===== src/rtl/rstsrc_pkg.sv =====
package rstsrc_pkg;

    typedef enum logic [2:0] {
        ST_IDLE   = 3'd0,
        ST_DRIVE  = 3'd1,
        ST_SETTLE = 3'd2,
        ST_SAMPLE = 3'd3,
        ST_HOLD   = 3'd4,
        ST_REPORT = 3'd5
    } rsc_state_e;

endpackage


===== src/rtl/rsc_sync.sv =====
module rsc_sync #(
    parameter int   STAGES  = 2,
    parameter logic RST_VAL = 1'b1
) (
    input  logic clk,
    input  logic rst_n,
    input  logic d_in,
    output logic q_out
);

    logic [STAGES-1:0] chain_q;

    generate
        for (genvar g = 0; g < STAGES; g++) begin : g_stage
            if (g == 0) begin : g_first
                always_ff @(posedge clk or negedge rst_n) begin
                    if (!rst_n) chain_q[0] <= RST_VAL;
                    else        chain_q[0] <= d_in;
                end
            end else begin : g_next
                always_ff @(posedge clk or negedge rst_n) begin
                    if (!rst_n) chain_q[g] <= RST_VAL;
                    else        chain_q[g] <= chain_q[g-1];
                end
            end
        end
    endgenerate

    assign q_out = chain_q[STAGES-1];

endmodule


===== src/rtl/rsc_timer.sv =====
module rsc_timer #(
    parameter int CW = 3
) (
    input  logic          clk,
    input  logic          rst_n,
    input  logic          clr,
    output logic [CW-1:0] count
);

    localparam logic [CW-1:0] TOP = '1;

    always_ff @(posedge clk or negedge rst_n) begin
        if (!rst_n)            count <= '0;
        else if (clr)          count <= '0;
        else if (count != TOP) count <= count + 1'b1;
    end

endmodule


===== src/rtl/rsc_fsm.sv =====
module rsc_fsm
    import rstsrc_pkg::*;
#(
    parameter int DRIVE_CYC = 4,
    parameter int WAIT_CYC  = 2,
    parameter int CW        = 3
) (
    input  logic          clk,
    input  logic          rst_n,
    input  logic          int_req,
    input  logic          pin_sync,
    input  logic [CW-1:0] tick,
    output logic          tmr_clr,
    output logic          line_drive,
    output logic          done,
    output logic          vec_alt,
    output logic          discard
);

    localparam logic [CW-1:0] DRIVE_LAST = CW'(DRIVE_CYC - 1);
    localparam logic [CW-1:0] WAIT_LAST  = CW'(WAIT_CYC - 1);

    rsc_state_e state_q, state_d;
    logic       ext_q;

    // Next-state selection
    always_comb begin
        state_d = state_q;
        unique case (state_q)
            ST_IDLE:   if (int_req || !pin_sync) state_d = ST_DRIVE;   // START
            ST_DRIVE:  if (tick == DRIVE_LAST)   state_d = ST_SETTLE;  // DRIVE_DONE
            ST_SETTLE: if (tick == WAIT_LAST)    state_d = ST_SAMPLE;  // SETTLE_DONE
            ST_SAMPLE: state_d = pin_sync ? ST_REPORT : ST_HOLD;       // SEEN_HIGH / SEEN_LOW
            ST_HOLD:   if (pin_sync)             state_d = ST_REPORT;  // LINE_UP
            ST_REPORT: state_d = ST_IDLE;                              // FINISH
            default:   state_d = ST_IDLE;
        endcase
    end

    // State register
    always_ff @(posedge clk or negedge rst_n) begin
        if (!rst_n) state_q <= ST_IDLE;
        else        state_q <= state_d;
    end

    // Classification flag captured at the sample point
    always_ff @(posedge clk or negedge rst_n) begin
        if (!rst_n)                     ext_q <= 1'b0;
        else if (state_q == ST_SAMPLE)  ext_q <= !pin_sync;
    end

    // Outputs
    always_comb begin
        line_drive = (state_q == ST_DRIVE);
        done       = (state_q == ST_REPORT);
        vec_alt    = (state_q == ST_REPORT) && !ext_q;
        discard    = (state_q == ST_REPORT) && ext_q;
        tmr_clr    = (state_d != state_q);
    end

endmodule


===== src/rtl/rstsrc_classifier.sv =====
module rstsrc_classifier #(
    parameter int DRIVE_CYC   = 4,
    parameter int WAIT_CYC    = 2,
    parameter int SYNC_STAGES = 2
) (
    input  logic clk,
    input  logic rst_n,
    input  logic int_req,
    input  logic pin_in,
    output logic line_drive,
    output logic done,
    output logic vec_alt,
    output logic discard
);

    localparam int MAXC = (DRIVE_CYC > WAIT_CYC) ? DRIVE_CYC : WAIT_CYC;
    localparam int CW   = (MAXC < 2) ? 1 : $clog2(MAXC + 1);

    logic          pin_sync;
    logic          tmr_clr;
    logic [CW-1:0] tick;

    rsc_sync #(
        .STAGES (SYNC_STAGES),
        .RST_VAL(1'b1)
    ) u_sync (
        .clk  (clk),
        .rst_n(rst_n),
        .d_in (pin_in),
        .q_out(pin_sync)
    );

    rsc_timer #(
        .CW(CW)
    ) u_timer (
        .clk  (clk),
        .rst_n(rst_n),
        .clr  (tmr_clr),
        .count(tick)
    );

    rsc_fsm #(
        .DRIVE_CYC(DRIVE_CYC),
        .WAIT_CYC (WAIT_CYC),
        .CW       (CW)
    ) u_fsm (
        .clk       (clk),
        .rst_n     (rst_n),
        .int_req   (int_req),
        .pin_sync  (pin_sync),
        .tick      (tick),
        .tmr_clr   (tmr_clr),
        .line_drive(line_drive),
        .done      (done),
        .vec_alt   (vec_alt),
        .discard   (discard)
    );

endmodule


===== config.mk =====
export PLATFORM = sky130hd
export DESIGN_NAME = rstsrc_classifier
export DESIGN_NICKNAME = d
export VERILOG_FILES = /design/src/rtl/rstsrc_pkg.sv /design/src/rtl/rsc_sync.sv /design/src/rtl/rsc_timer.sv /design/src/rtl/rsc_fsm.sv /design/src/rtl/rstsrc_classifier.sv
export SDC_FILE = /design/constraint.sdc
export NUM_CORES = 1
export LEC_CHECK = 0
export BUFFER_PORTS_ARGS = -buffer_cell sky130_fd_sc_hd__buf_2
export CORE_AREA = 2 2 39 41
export CTS_BUF_LIST = sky130_fd_sc_hd__clkbuf_2 sky130_fd_sc_hd__clkbuf_4 sky130_fd_sc_hd__clkbuf_8
export DETAILED_ROUTE_END_ITERATION = 8
export DIE_AREA = 0 0 41 43
export GPL_ROUTABILITY_DRIVEN = 0
export GPL_TIMING_DRIVEN = 0
export PLACE_DENSITY_LB_ADDON = 0.08
export SKIP_CTS_REPAIR_TIMING = 1
export SKIP_LAST_GASP = 1
export SLEW_MARGIN = 20
export SYNTH_ARGS = -nofsm -noshare
export SYNTH_HDL_FRONTEND = slang
export SYNTH_SLANG_ARGS = --single-unit

===== constraint.sdc =====
create_clock -name clk -period 3.3 [get_ports clk]
set_input_delay 0.66 -clock clk [delete_from_list [all_inputs] [get_ports clk]]
set_output_delay 0.66 -clock clk [all_outputs]
set_load 0.05 [all_outputs]

==> metrics <==
most frequent cell on the critical path=nor2b_1; Static Leakage=0.328 nW; Critical Path RT=2.64 ns; Die Footprint=between 1500 and 2000 µm²; Remaining Overflow, GRT=0; Finished Layout Cells=78; GRT Util Overall=between 10 and 15%; top post-synthesis cells by count=9 x nand2_1, 7 x dfrtp_1, 7 x nor2_1; CP Launch Type=flip-flop; top-area cell type share of the netlist area=33.7%; number of enable flip-flop cells after synthesis=0; Netlist cell types=21; FP Rows=14; Max-slew headroom=between 70% and 80%; antenna-violating nets left=0; CTS H-tree lvls=1; Fin Setup TNS=0 ns; DRC marker count from the first detailed-route iteration=3; Num CTS Buffers=3; Fillers=132; top cells by area, synth=dfrtp_1 34%, dfstp_2 10%, ha_1 9.6%; Peak VDD IR=0.000294 V; Setup CP Type=flip-flop to output port; worst min path class=primary input to asynchronous set/reset pin; via count=369; Post-Syn Nets=59; RSZ-0062 raised after global routing=false; number of diodes=0; Final nets=71; CP max stage delay=between 0.3 and 0.4 ns; slowest library cell on the worst path=dfrtp_1; HPWL Detailed=611 µm; Tcrit/Tclk final=64.5%; fmax=470 MHz; worst skew pair latency=between 0.2 and 0.3 ns; clk_skew=0.00851 ns; fin crit period=2.13 ns; # setup viols final=0; WP data arrival=1.47 ns; area of the multi-input gates=around 270 µm²; Hold Vio Cnt, Final=0; worst slew pin tran=0.393 ns; Final Max Slew Viols=0; status=completed; initial antenna violation count=0; WL final=759 µm; storage element area=roughly 230 µm²; WHS=0.237 ns; Primary FF master, synth=dfrtp_1; Ys Warns=0; Die Wd=41 µm; CTS Sinks=9; port bufs=7; # DRC=0; cell taking the most area after synthesis=dfrtp_1; critical path cell sequence=buf_6 -> nor2b_1 -> and2_1 -> nor2b_1 -> buf_2; CTS tree=done; Post-Syn Area per Cell=10.2 µm²; vias in the first global route=320; synthesized area=519 µm²; cell count after synthesis=51; wire per inst=roughly 10 µm; Die Ht=43 µm; layout cell share with drive strength beyond 1=slightly below 30%; Power Density=346 nW/µm²; global-route wire length before repair=1310 µm; critical path buffer and inverter count=2; Longest Clk Path Bufs=2; dpl cells=74; io pins=8; Clk pin slew, worst setup/hold paths=0.06 ns; Crit path max-delay family=simple AND/OR/NAND/NOR gates; post-synthesis sequential area ratio=a little over two fifths; Crit. End Element=output port; Crit Path Max Fanout=10; largest net degree at the start of global routing=11; Synth Register Bits=9; Initial DRT Pass Iterations=4; Vias/cell=4.73; most numerous cell in the Yosys netlist=nand2_1; max cap viols=0; R2R setup slack=about 1.6 ns; Post-synth ARST share=100%; core area=approximately 1400 µm²; Initial Utilization=~38%; P&R area growth vs syn=16.4%; CTS root buffer=clkbuf_4
report_power, final:
group          switching, mW  internal, mW
logic                0.00262       0.00174
clock network         0.0366        0.0547
registers           0.000901         0.113
area by class of cell:
type                    count  share of cell area (%)
multi-input cells          39                    45.1
flip-flops and latches      9                    37.7
repair buffers              7                    5.80
clock buffers               4                    4.97
well taps                  16                    3.31
plain buffers               1                    1.86
inverters                   2                    1.24
metrics by stage:
step	instance area, µm²	total power [mW]	setup slack [ns]	util [%]
global route	604	0.219	1.02	43.7
detailed placement	574	0.120	1.42	41.5
floorplan	519	0.116	0.768	-
finish	604	0.209	1.17	43.7
CTS	604	0.213	1.14	43.7
global placement	574	0.120	1.45	41.5
cell families (layout without fill, tap and decap cells):
kind of cell | after synthesis | in the layout | share of synthesized area, %
AOI/OAI and AO/OA | 9 | 9 | 15.9
xor gates and xnor gates | 1 | 1 | 1.69
adders and majority gates | 4 | 4 | 9.64
buffers and inverters | 3 | 14 | 3.61
DFF | 9 | 9 | 43.9
and+or+nand+nor | 25 | 25 | 25.3
routing by layer:
metal  GRT usage [%]  vias to the layer above  wire [µm]
met3            6.28                        0         64
met5               0                        -          0
met4               0                        0          0
met1            13.5                      167        335
met2            16.6                       10        360
li1                -                      192          -
layout by cell type, fill, tap and decap left out:
master     instances
nand2_1            9
nor2_1             7
buf_2              7
dfrtp_1            7
ha_1               4
clkbuf_4           4
nor2b_1            3
o21ai_0            3
inv_1              2
and3_1             2
dfstp_2            2
buf_6              1
nand2b_1           1
and2b_2            1
a21oi_1            1
nor3b_4            1
a2111oi_4          1
a211o_1            1
and2_1             1
o22a_2             1
o21a_1             1
o32ai_1            1
xnor2_1            1
registers in the layout (all words and copies together), names as in the netlist:
signal / flops
u_fsm.state_q: 3
u_sync.chain_q: 1
u_timer.count: 3
u_fsm.ext_q: 1
u_sync.q_out: 1
final timing paths:
| check | startpoint | end | cells past startpoint |
|---|---|---|---|
| worst max-delay path | u_fsm.state_q[0] | vec_alt | 5 |
| worst max register to register | u_timer.count[0] | u_timer.count[1] | 5 |
| max in group asynchronous | rst_n | u_sync.chain_q[0] | 1 |
| worst min register to register | u_sync.chain_q[0] | u_sync.q_out | 0 |
| worst min-delay path | rst_n | u_fsm.state_q[2] | 1 |
| min in group clk | u_sync.chain_q[0] | u_sync.q_out | 0 |
(Power assumes the default switching activity.)
